### src/rtl/sif_irq_pkg.sv
package sif_irq_pkg;
   localparam int NUM_FACTORS = 3;
   localparam int NUM_CAUSES  = 3;

   // factor flag positions; index order is also arbitration rank (high wins)
   localparam int F_TX  = 0;
   localparam int F_RX  = 1;
   localparam int F_ERR = 2;

   // cause bit positions
   localparam int C_PAR = 0;
   localparam int C_OVR = 1;
   localparam int C_FRM = 2;

   typedef enum logic [1:0] {
      REG_FLAGS  = 2'd0,
      REG_ENABLE = 2'd1,
      REG_CAUSE  = 2'd2,
      REG_LEVEL  = 2'd3
   } sif_reg_e;
endpackage

### src/rtl/sif_irq_w1c.sv
module sif_irq_w1c #(
   parameter int N        = 3,
   parameter bit SET_WINS = 1'b1
) (
   input  logic         clk,
   input  logic         rst_n,
   input  logic [N-1:0] set_i,
   input  logic [N-1:0] clr_i,
   output logic [N-1:0] q_o
);
   if (N < 1) begin : g_bad_n
      $error("sif_irq_w1c: N must be at least 1");
   end

   logic [N-1:0] q_q;
   logic [N-1:0] q_d;

   for (genvar i = 0; i < N; i++) begin : g_bit
      if (SET_WINS) begin : g_set_first
         assign q_d[i] = set_i[i] | (q_q[i] & ~clr_i[i]);
      end else begin : g_clr_first
         assign q_d[i] = ~clr_i[i] & (set_i[i] | q_q[i]);
      end

      always_ff @(posedge clk or negedge rst_n) begin
         if (!rst_n) q_q[i] <= 1'b0;
         else        q_q[i] <= q_d[i];
      end

      if (SET_WINS) begin : g_chk_set
         // an event always lands, even against a clear
         a_r3_set_wins: assert property (@(posedge clk) disable iff (!rst_n)
            set_i[i] |=> q_o[i]);
      end
      // clearing without a concurrent set drops the bit
      a_r3_clear: assert property (@(posedge clk) disable iff (!rst_n)
         (clr_i[i] && !set_i[i]) |=> !q_o[i]);
      // a zero write bit keeps a set bit
      a_r3_hold: assert property (@(posedge clk) disable iff (!rst_n)
         (q_o[i] && !clr_i[i]) |=> q_o[i]);
      // no bit appears without its event
      a_r2_no_spurious: assert property (@(posedge clk) disable iff (!rst_n)
         (!q_o[i] && !set_i[i]) |=> !q_o[i]);
   end

   assign q_o = q_q;
endmodule

### src/rtl/sif_irq_evt.sv
module sif_irq_evt
   import sif_irq_pkg::*;
(
   input  logic                   tx_done_i,
   input  logic                   rx_load_i,
   input  logic                   rx_par_err_i,
   input  logic                   rx_frm_err_i,
   input  logic                   rx_ovr_err_i,
   output logic [NUM_FACTORS-1:0] factor_set_o,
   output logic [NUM_CAUSES-1:0]  cause_set_o
);
   logic any_err;

   always_comb begin
      any_err = rx_par_err_i | rx_frm_err_i | rx_ovr_err_i;

      factor_set_o        = '0;
      factor_set_o[F_TX]  = tx_done_i;
      // an overrun loses the frame, so no receive-done factor for it
      factor_set_o[F_RX]  = rx_load_i & ~rx_ovr_err_i;
      factor_set_o[F_ERR] = rx_load_i & any_err;

      cause_set_o         = '0;
      cause_set_o[C_PAR]  = rx_load_i & rx_par_err_i;
      cause_set_o[C_OVR]  = rx_load_i & rx_ovr_err_i;
      cause_set_o[C_FRM]  = rx_load_i & rx_frm_err_i;
   end
endmodule

### src/rtl/sif_irq_arb.sv
module sif_irq_arb #(
   parameter int NF    = 3,
   parameter int LVL_W = 2,
   parameter int VEC_W = 24,
   parameter logic [NF-1:0][VEC_W-1:0] VECTORS = '0
) (
   input  logic             clk,
   input  logic             rst_n,
   input  logic [NF-1:0]    flag_i,
   input  logic [NF-1:0]    en_i,
   input  logic [LVL_W-1:0] port_level_i,
   input  logic [LVL_W-1:0] cpu_level_i,
   output logic             irq_o,
   output logic [VEC_W-1:0] vector_o
);
   logic [NF-1:0] req;
   logic [NF-1:0] sel;
   logic [NF:0]   above;   // above[i]: some request ranked at i or higher
   logic          level_ok;
   logic [NF-1:0][VEC_W-1:0] vec_term;

   assign above[NF] = 1'b0;

   for (genvar i = NF - 1; i >= 0; i--) begin : g_rank
      assign req[i]      = flag_i[i] & en_i[i];
      assign sel[i]      = req[i] & ~above[i+1];
      assign above[i]    = above[i+1] | req[i];
      assign vec_term[i] = sel[i] ? VECTORS[i] : '0;
   end

   assign level_ok = port_level_i > cpu_level_i;

   always_comb begin
      vector_o = '0;
      for (int i = 0; i < NF; i++) begin
         vector_o = vector_o | vec_term[i];
      end
      if (!level_ok) vector_o = '0;
   end

   assign irq_o = level_ok & above[0];

   // a single winner at any time
   a_r8_one_winner: assert property (@(posedge clk) disable iff (!rst_n)
      $onehot0(sel));
   // nothing requested means no vector
   a_r8_idle_vector: assert property (@(posedge clk) disable iff (!rst_n)
      !irq_o |-> (vector_o == '0));
endmodule

### src/rtl/sif_irq_ctrl.sv
module sif_irq_ctrl
   import sif_irq_pkg::*;
#(
   parameter int   LVL_W    = 2,
   parameter int   DATA_W   = 8,
   parameter int   VEC_W    = 24,
   parameter bit   SET_WINS = 1'b1,
   parameter logic [VEC_W-1:0] TX_VEC  = 24'h00001E,
   parameter logic [VEC_W-1:0] RX_VEC  = 24'h00001C,
   parameter logic [VEC_W-1:0] ERR_VEC = 24'h00001A
) (
   input  logic                   clk,
   input  logic                   rst_n,
   input  logic                   tx_done_i,
   input  logic                   rx_load_i,
   input  logic                   rx_par_err_i,
   input  logic                   rx_frm_err_i,
   input  logic                   rx_ovr_err_i,
   input  logic                   wr_en_i,
   input  logic [1:0]             wr_addr_i,
   input  logic [DATA_W-1:0]      wr_data_i,
   input  logic [LVL_W-1:0]       cpu_level_i,
   output logic                   irq_o,
   output logic [VEC_W-1:0]       vector_o,
   output logic [NUM_FACTORS-1:0] flag_o,
   output logic [NUM_CAUSES-1:0]  err_stat_o
);
   localparam int MIN_DATA_W = (LVL_W > NUM_FACTORS) ? LVL_W : NUM_FACTORS;
   localparam logic [NUM_FACTORS-1:0][VEC_W-1:0] VEC_TABLE = {ERR_VEC, RX_VEC, TX_VEC};

   if (LVL_W < 1) begin : g_bad_lvl
      $error("sif_irq_ctrl: LVL_W must be at least 1");
   end
   if (DATA_W < MIN_DATA_W) begin : g_bad_data
      $error("sif_irq_ctrl: DATA_W too narrow for the register fields");
   end
   if (VEC_W < 5) begin : g_bad_vec
      $error("sif_irq_ctrl: VEC_W too narrow for the vectors");
   end

   logic                   wr_flags, wr_enable, wr_cause, wr_level;
   logic [NUM_FACTORS-1:0] factor_set, factor_clr, flag_q;
   logic [NUM_CAUSES-1:0]  cause_set, cause_clr, cause_q;
   logic [NUM_FACTORS-1:0] en_q;
   logic [LVL_W-1:0]       lvl_q;

   always_comb begin
      wr_flags  = wr_en_i && (wr_addr_i == REG_FLAGS);
      wr_enable = wr_en_i && (wr_addr_i == REG_ENABLE);
      wr_cause  = wr_en_i && (wr_addr_i == REG_CAUSE);
      wr_level  = wr_en_i && (wr_addr_i == REG_LEVEL);
      factor_clr = wr_flags ? wr_data_i[NUM_FACTORS-1:0] : '0;
      cause_clr  = wr_cause ? wr_data_i[NUM_CAUSES-1:0]  : '0;
   end

   always_ff @(posedge clk or negedge rst_n) begin
      if (!rst_n) begin
         en_q  <= '0;
         lvl_q <= '0;
      end else begin
         if (wr_enable) en_q  <= wr_data_i[NUM_FACTORS-1:0];
         if (wr_level)  lvl_q <= wr_data_i[LVL_W-1:0];
      end
   end

   sif_irq_evt u_evt (
      .tx_done_i    (tx_done_i),
      .rx_load_i    (rx_load_i),
      .rx_par_err_i (rx_par_err_i),
      .rx_frm_err_i (rx_frm_err_i),
      .rx_ovr_err_i (rx_ovr_err_i),
      .factor_set_o (factor_set),
      .cause_set_o  (cause_set)
   );

   sif_irq_w1c #(.N(NUM_FACTORS), .SET_WINS(SET_WINS)) u_flags (
      .clk   (clk),
      .rst_n (rst_n),
      .set_i (factor_set),
      .clr_i (factor_clr),
      .q_o   (flag_q)
   );

   sif_irq_w1c #(.N(NUM_CAUSES), .SET_WINS(SET_WINS)) u_causes (
      .clk   (clk),
      .rst_n (rst_n),
      .set_i (cause_set),
      .clr_i (cause_clr),
      .q_o   (cause_q)
   );

   sif_irq_arb #(
      .NF      (NUM_FACTORS),
      .LVL_W   (LVL_W),
      .VEC_W   (VEC_W),
      .VECTORS (VEC_TABLE)
   ) u_arb (
      .clk          (clk),
      .rst_n        (rst_n),
      .flag_i       (flag_q),
      .en_i         (en_q),
      .port_level_i (lvl_q),
      .cpu_level_i  (cpu_level_i),
      .irq_o        (irq_o),
      .vector_o     (vector_o)
   );

   assign flag_o     = flag_q;
   assign err_stat_o = cause_q;

   // parity or framing without overrun raises both receive factors
   a_r6_both_set: assert property (@(posedge clk) disable iff (!rst_n)
      (rx_load_i && (rx_par_err_i || rx_frm_err_i) && !rx_ovr_err_i)
      |=> (flag_o[F_RX] && flag_o[F_ERR]));
   // an overrun never raises the receive-done factor
   a_r7_overrun_no_rx: assert property (@(posedge clk) disable iff (!rst_n)
      (rx_load_i && rx_ovr_err_i && !flag_o[F_RX]) |=> !flag_o[F_RX]);
   // an overrun always raises the error factor and its cause
   a_r7_overrun_err: assert property (@(posedge clk) disable iff (!rst_n)
      (rx_load_i && rx_ovr_err_i) |=> (flag_o[F_ERR] && err_stat_o[C_OVR]));
   // a port level not above the mask blocks the request
   a_r5_level_gate: assert property (@(posedge clk) disable iff (!rst_n)
      (lvl_q <= cpu_level_i) |-> !irq_o);
   // a pending enabled error always takes the vector
   a_r8_err_first: assert property (@(posedge clk) disable iff (!rst_n)
      (irq_o && flag_o[F_ERR] && en_q[F_ERR]) |-> (vector_o == ERR_VEC));
endmodule

### config.mk
export PLATFORM = sky130hd
export DESIGN_NAME = sif_irq_ctrl
export DESIGN_NICKNAME = d
export VERILOG_FILES = /design/src/rtl/sif_irq_pkg.sv /design/src/rtl/sif_irq_w1c.sv /design/src/rtl/sif_irq_evt.sv /design/src/rtl/sif_irq_arb.sv /design/src/rtl/sif_irq_ctrl.sv
export SDC_FILE = /design/constraint.sdc
export NUM_CORES = 1
export LEC_CHECK = 0
export BUFFER_PORTS_ARGS = -buffer_cell sky130_fd_sc_hd__buf_2
export CELL_PAD_IN_SITES_DETAIL_PLACEMENT = 1
export CELL_PAD_IN_SITES_GLOBAL_PLACEMENT = 1
export CORE_MARGIN = 2
export CORE_UTILIZATION = 29
export CTS_BUF_LIST = sky130_fd_sc_hd__clkbuf_4 sky130_fd_sc_hd__clkbuf_8 sky130_fd_sc_hd__clkbuf_16
export CTS_CLUSTER_DIAMETER = 40
export DETAILED_ROUTE_END_ITERATION = 7
export GPL_TIMING_DRIVEN = 0
export PLACE_DENSITY = 0.86
export SYNTH_ARGS = -nofsm -noshare
export SYNTH_HDL_FRONTEND = slang
export SYNTH_SLANG_ARGS = --single-unit
### constraint.sdc
create_clock -name clk -period 3.6 [get_ports clk]
set_clock_uncertainty 0.2 [all_clocks]
set_input_delay 0.18 -clock clk [delete_from_list [all_inputs] [get_ports clk]]
set_output_delay 0.18 -clock clk [all_outputs]
set_load 0.01 [all_outputs]
## Word level (Yosys, flattened, before mapping)

Cells that the tools add are included.

- Bits in registers: 11
- Bits of input ports: 20
- Output and inout port bits: 31
- Word-level logic and storage cells: 61

- Order comparisons: 1
- Equal/unequal tests: 3
- Multiplexer cells: 6
- Bitwise operators: 38
- Reductions and logical operators: 5

Operator list:

| kind | number |
|---|---|
| $or A24 B24 Y24 | 2 |
| $mux W24 | 1 |
| $and A1 B1 Y1 | 17 |
| $mux W5 | 3 |
| $or A1 B1 Y1 | 10 |
| $not A1 Y1 | 9 |
| $mux W3 | 2 |
| $eq A2 B2 Y1 const B | 2 |
| $logic_and A1 B1 Y1 | 4 |
| $eq A2 B1 Y1 const B | 1 |
| $gt A2 B2 Y1 | 1 |
| $logic_not A2 Y1 | 1 |

## Logic depth before layout (Yosys ltp)

Gate-level depths: netlist of the first run.

- Depth in word-level cells: 8
- Mapped depth: 6
- Mapped depth without buffers: 5

## Modules after synthesis

From an unflattened synthesis of the first run, not the netlist that was laid out.

- Cell total of the unflattened synthesis: 84
- Area total of the unflattened synthesis: 783.3 µm²

Modules (own cells, without submodules):

| module | times used | cells each | area an instance (µm²) | sequential area each (µm²) |
|---|---|---|---|---|
| sif_irq_arb | 1 | 37 | 272.8 | 0.0 |
| sif_irq_ctrl | 1 | 23 | 247.7 | 125.1 |
| sif_irq_w1c | 2 | 9 | 108.9 | 75.1 |
| sif_irq_evt | 1 | 6 | 45.0 | 0.0 |

## Worst setup path after synthesis of the first run

Ideal clock, no wire load.

- Path kind: reg2out
- Start: register lvl_q[1]
- End: output port vector_o[4]
- Arrival time: 1341 ps
- Slack: 1879 ps
- Stages on the path, launching flop included: 6
- Buffers on the path: 1
- Cells stage by stage: dfrtp_1 > ha_1 > nor2b_1 > o21ai_0 > a21oi_1 > buf_4

- Longest elaborated chain between the ends: 2

Ends and longest elaborated chain:

| element | line | source |
|---|---|---|
| start, declared | sif_irq_ctrl.sv:45 | `logic [LVL_W-1:0] lvl_q;` |
| start signal, assigned | sif_irq_ctrl.sv:62 | `if (wr_level) lvl_q <= wr_data_i[LVL_W-1:0];` |
| $gt A2 B2 Y1 | sif_irq_arb.sv:31 | `assign level_ok = port_level_i > cpu_level_i;` |
| $mux W24 | sif_irq_arb.sv:38 | `if (!level_ok) vector_o = '0;` |
| end, declared | sif_irq_ctrl.sv:24 | `output logic [VEC_W-1:0] vector_o,` |

Every way passes these cells.

## Final worst setup path of the first run

Same ends and word-level chain as after synthesis.

==> impl_metrics.json, run 1 <==
{
  "status": "finished, final reports clean",
  "fin_cells": 152,
  "cts_resized": 0,
  "max_freq_ghz": 0.459,
  "synth_edf_count": 0,
  "yosys.area_share.simple_pct": 13.2,
  "setup_ws_ns": 1.42,
  "ys_top_cells_by_area": "dfrtp_1 39%, buf_4 22%, mux2_2 8.0%, a22o_1 6.3%, nand2_1 4.8%",
  "combPwrFrac_pct": 35.5,
  "grt_start_max_net_pins": 12,
  "end_kind": "output pin",
  "detailed_place.area_sq_um": 932,
  "crit_required_ns": 3.22,
  "viasPerCell": 4.03,
  "arrival_ns": 1.80,
  "grt_usage_pct": 12.2,
  "insertion_delay_ns": 0.26,
  "p_seq_share_pct": 40.1,
  "switching_share_pct": 31.3,
  "p_switching_mw": 0.117,
  "syn_area_sq_um": 701,
  "cp-start-kind": "flip-flop",
  "ys_ff_latch": 11,
  "cts_root_buf": "clkbuf_4",
  "syn_area_per_cell_sq_um": 9.87,
  "hold_class": "in2reg",
  "syn2layout_area_growth_pct": 44.5,
  "p_int_mw": 0.257,
  "dieArea_sq_um": 2830,
  "ys.flop_type": "dfrtp_1",
  "worst-setup-path-type": "reg2out",
  "synthAdderAreaFrac_pct": 3.57,
  "die_x_um": 53.2,
  "drv_slew": 0,
  "layout.nets": 147,
  "multi_input_area_sq_um": 328,
  "synth_cell_types": 19,
  "clkPwrFrac_pct": 24.4,
  "antenna_found_initial": 0,
  "routed_wl_um": 1770,
  "async_flop_share_pct": 100,
  "overflow": 0,
  "row_count": 17,
  "fin_tns_setup_ns": 0,
  "cellPowerDensity_nw_per_um2": 370,
  "netlist_instances": 71,
  "portBuffers": 25,
  "dr.pass1.iters": 2,
  "fin_crit_sh_pct": 60.5,
  "grt_pass1_wl_um": 2480,
  "place_ws_ns": 1.69,
  "synth-xor-area-share_pct": 0,
  "start_util_pct": 31.1,
  "drc_errors": 0,
  "coreArea_sq_um": 2250,
  "io_pins": 51,
  "period_needed_ns": 2.18,
  "yosys-top-cells-count": "21 x buf_4, 11 x dfrtp_1, 9 x nand2_1",
  "cts_tree": "built",
  "postRouteAntennaNets": 0,
  "synth_top_area_share_pct": 39.3,
  "setup_viol": 0,
  "grt_pass1_vias": 597,
  "clock_tree.buffer_depth": 2,
  "numCtsBuffers": 3,
  "peakVddDrop_v": 0.000136,
  "hold_buffers": 5,
  "power.leakage_nw": 0.553,
  "layout-drive-gt1-share_pct": 45.2,
  "rsz0062_at_grt": "false",
  "fin_area_sq_um": 1010,
  "dp_hpwl_um": 1450,
  "synth.mux.area_fraction_pct": 8.04,
  "post_cts_buffers": 0,
  "synth_compound_area_share_pct": 11.3,
  "cts.clk_slew.worst_paths_ns": 0.07,
  "crit_path_max_fanout": 4,
  "place_inst": 143,
  "wl_per_cell_um": 11.6,
  "cap_violations": 0,
  "cts.sink_count": 11,
  "num_vias": 612,
  "synth_most_common_cell": "buf_4",
  "drtIter0Drc": 2,
  "n_antenna_cell": 0,
  "seq_area_frac_synth_pct": 39.3,
  "gp_congestion": 0.725,
  "fp.dieH_um": 53.2,
  "yosysWarnings": 0,
  "power_mw": 0.374,
  "regArea_sq_um": 275,
  "synth_top_family_by_area": "buffers and inverters",
  "final_hold_viol_count": 0,
  "h-tree-depth": 1,
  "fillCellCount": 290,
  "yosys.area.top_type": "dfrtp_1"
}
registers in the layout, summed over array words and instances (netlist names):
| signal | flops |
|---|---|
| lvl_q | 2 |
| u_flags.q_o | 3 |
| en_q | 3 |
| u_causes.q_o | 3 |
routing by layer:
layer | wire length, um | global-route usage [%]
met1 | 696 | 13.3
met2 | 921 | 22.5
met3 | 130 | 2.54
met4 | 17 | 5.56
met5 | 0 | 0
critical path, cell delays in order, from the launching register on:
cell and delay [ns]:
dfrtp_1 0.39, ha_1 0.30, nor2b_1 0.13, o21ai_0 0.33, a21oi_1 0.11, buf_4 0.15
buf_2 0.13
final cells by class:
cell class	instances	share of cell area (%)
timing repair buffer	30	17.3
multi-input combinational	55	32.4
inverter	3	1.11
sequential	11	27.2
buffer	21	15.6
clock buffer	4	2.97
tap	28	3.46
metrics by stage:
| stage | hold slack (ns) | utilization [%] |
|---|---|---|
| 3_3_place_gp | -0.146 | 41.3 |
| 6_report | 0.00779 | 44.9 |
| 5_1_grt | 0.00760 | 44.9 |
| 2_1_floorplan | -0.316 | - |
| 4_1_cts | 0.00279 | 44.9 |
| 3_5_place_dp | -0.136 | 41.3 |
power groups by stage:
stage / registers, mW / logic (mW) / clock network [mW]
2_1_floorplan: 0.152 / 0.0824 / 0
4_1_cts: 0.150 / 0.133 / 0.0928
3_5_place_dp: 0.153 / 0.128 / 0
5_1_grt: 0.152 / 0.146 / 0.0984
6_report: 0.150 / 0.133 / 0.0912
3_3_place_gp: 0.151 / 0.123 / 0
path summary, 6_finish.rpt:
check	start	end	slack, ns	cells past startpoint
max	lvl_q[1]	vector_o[4]	1.42	6
min	wr_data_i[1]	en_q[1]	0.008	2
max reg2reg	en_q[0]	en_q[0]	2.62	1
min reg2reg	u_causes.q_o[2]	u_causes.q_o[2]	0.30	1
max in group asynchronous	rst_n	u_causes.q_o[1]	2.87	2
min in group asynchronous	rst_n	u_flags.q_o[0]	0.12	2
cells in the final DEF, fill, tap and decap left out, types with 2 or more instances in the layout:
| cell type | netlist | layout |
|---|---|---|
| conb_1 | 1 | 20 |
| inv_1 | 3 | 3 |
| mux2_2 | 5 | 5 |
| nand2_1 | 9 | 9 |
| a21oi_1 | 3 | 3 |
| ha_1 | 2 | 2 |
| a22o_1 | 5 | 5 |
| buf_2 | 0 | 25 |
| nand3_1 | 2 | 2 |
| buf_4 | 21 | 21 |
| clkbuf_4 | 0 | 4 |
| dfrtp_1 | 11 | 11 |
| dlygate4sd3_1 | 0 | 5 |
logic make-up (layout without fill, tap and decap cells):
logic type      Yosys count  count (layout)
fa+ha+maj                 2               2
buf+inv                  24              58
flops                    11              11
mux                       5               5
other cells               1              20
compound gates           11              11
simple gates             17              17
Note: power is estimated with default switching activity, not from simulation.
==> inputs of run 2 (changes only) <==
ABC_AREA = 1   (was not set)
CORE_UTILIZATION = 27   (was 29)
PLACE_DENSITY = 0.82   (was 0.86)
clock period = 2.25 ns   (was 3.6 ns; I/O delays follow)
==> impl_metrics.json, run 2 <==
{
  "yosys.area.top_type": "dfrtp_1",
  "critPathMaxStageDelay_ns": 0.56,
  "final_hold_viol_count": 0,
  "wl_per_cell_um": 10.4,
  "dp_hpwl_um": 1590,
  "layout.nets": 190,
  "yosys-top-cells-count": "33 x nand2_1, 22 x buf_4, 11 x dfrtp_1, 11 x inv_1, 6 x nand4_1",
  "ys_ff_latch": 11,
  "r2r_slack_ns": 0.86,
  "syn2layout_area_growth_pct": 59.4,
  "fin_tns_setup_ns": 0,
  "fp.dieH_um": 57.0,
  "crit_required_ns": 2.19,
  "drtIter0Drc": 16,
  "crit_cells": 6,
  "holdPathStages": 3,
  "dieArea_sq_um": 3250,
  "power.leakage_nw": 0.695,
  "drv_slew": 0,
  "ys.flop_type": "dfrtp_1",
  "grt_usage_pct": 13.6,
  "max_freq_ghz": 0.486,
  "cap_violations": 0,
  "start_util_pct": 28.0,
  "globalRouteMet1Util_pct": 14.5,
  "async_flop_share_pct": 100,
  "setup_viol": 0,
  "met3_usage_pct": 2.49,
  "rsz0062_at_grt": "false",
  "synth_edf_count": 0,
  "synth_most_common_cell": "nand2_1",
  "grt_pass1_vias": 813,
  "utilization_pct": 44.6,
  "whs_ns": 0.0144,
  "numCtsBuffers": 3,
  "layout-drive-gt1-share_pct": 32.3,
  "ys_top_cells_by_area": "dfrtp_1 36%, buf_4 22%, nand2_1 16%, inv_1 5.4%, nand4_1 5.0%",
  "fillCellCount": 360,
  "worst-r2r-cell-count": 3,
  "grt_start_max_net_pins": 12,
  "postRouteAntennaNets": 0,
  "cts_root_buf": "clkbuf_4",
  "n_antenna_cell": 0,
  "top_usage_layer": "met2",
  "critPathBufInv": 4,
  "cp_slowest_cell": "dlygate4sd3_1",
  "cts.sink_count": 11,
  "final_common_cell": "nand2_1",
  "multi_input_area_sq_um": 340,
  "gp_congestion": 0.777,
  "peakVddDrop_v": 0.000313,
  "clock_tree.buffer_depth": 2,
  "cellPowerDensity_nw_per_um2": 511,
  "cts.clk_slew.worst_paths_ns": 0.07,
  "status": "finished, final reports clean",
  "cts_tree": "built",
  "worst-setup-path-type": "in2reg",
  "cpMostUsedCell": "dlygate4sd3_1",
  "antenna_found_initial": 0,
  "regArea_sq_um": 275,
  "final_cell_mix": "33 x nand2_1, 24 x buf_2, 22 x buf_4",
  "grt_pass1_wl_um": 3450,
  "synth_cell_types": 14,
  "die_x_um": 57.0,
  "seq_area_frac_synth_pct": 36.3,
  "drc_errors": 0,
  "arrival_ns": 2.00,
  "yosysWarnings": 0,
  "grt_use_met2_pct": 26.6,
  "coreArea_sq_um": 2710,
  "io_pins": 51,
  "row_count": 19,
  "netlist_instances": 101,
  "period_needed_ns": 2.06,
  "syn_area_per_cell_sq_um": 7.51,
  "h-tree-depth": 1,
  "crit_path_max_fanout": 5,
  "synth_top_area_share_pct": 36.3,
  "end_kind": "flip-flop",
  "portBuffers": 24,
  "dr.pass1.iters": 4,
  "setup_ws_ns": 0.191,
  "syn_area_sq_um": 758,
  "viasPerCell": 4.02,
  "overflow": 0,
  "cp-start-kind": "input port",
  "crit_chain": "dlygate4sd3_1 -> buf_2 -> nand2_1 -> dlygate4sd3_1 -> nand2_1 -> dlygate4sd3_1",
  "insertion_delay_ns": 0.26,
  "num_vias": 795,
  "hold_class": "in2reg",
  "crit_family": "buffers and inverters",
  "fin_crit_sh_pct": 91.5,
  "routed_wl_um": 2060,
  "place_ws_ns": 0.662
}
[run 2: cell type report]
class                           count  share of cell area, %
Multi-Input combinational cell     74                   28.2
Timing Repair Buffer               43                   25.7
Sequential cell                    11                   22.8
Buffer                             22                   13.7
Inverter                           13                   4.04
Tap cell                           31                   3.21
Clock buffer                        4                   2.48
[run 2: report_power, final]
group | internal [mW] | total, mW | switching [mW]
combinational | 0.117 | 0.241 | 0.125
clock | 0.0805 | 0.143 | 0.0627
sequential | 0.220 | 0.234 | 0.0134
total | 0.417 | 0.618 | 0.201
[run 2: kinds of logic (layout without fill, tap and decap cells)]
| logic type | Yosys count | after routing | share of synthesized area, % |
|---|---|---|---|
| other cells | 1 | 20 | 0.495 |
| flops | 11 | 11 | 36.3 |
| simple gates | 46 | 46 | 27.7 |
| fa+ha+maj | 2 | 2 | 3.30 |
| compound gates | 6 | 6 | 3.96 |
| buf+inv | 35 | 82 | 28.2 |
[run 2: worst paths after layout]
| path | start | end |
|---|---|---|
| max reg2reg | u_flags.q_o[0] | u_flags.q_o[0] |
| min in group asynchronous | rst_n | u_flags.q_o[0] |
| min | wr_en_i | en_q[0] |
| min reg2reg | en_q[0] | en_q[0] |
| max in group asynchronous | rst_n | u_flags.q_o[1] |
| max | rx_load_i | u_causes.q_o[2] |
[run 2: worst reg2reg max path, stage by stage (launching register included)]
cell and delay, ns:
dfrtp_1 0.39, nand2_1 0.08, nand2_1 0.05, dlygate4sd3_1 0.55
[run 2: layer usage]
metal	vias to the layer above	part of all wire (%)
li1	405	-
met1	366	37
met2	24	57
met3	0	5.9
met4	0	0
met5	-	0
[run 2: repair_timing]
item                      in CTS  in global routing
hold buffers                  19                  0
hold endpoints to repair      22                  0
gates resized for setup        0                  0
buffers inserted               0                  0
[run 2: stage by stage]
stage	area (sq um)	power, mW	cells
after floorplan	830	0.373	120
after global placement	988	0.432	175
after detailed placement	988	0.447	175
after CTS	1210	0.622	198
after global routing	1210	0.665	198
final	1210	0.618	198
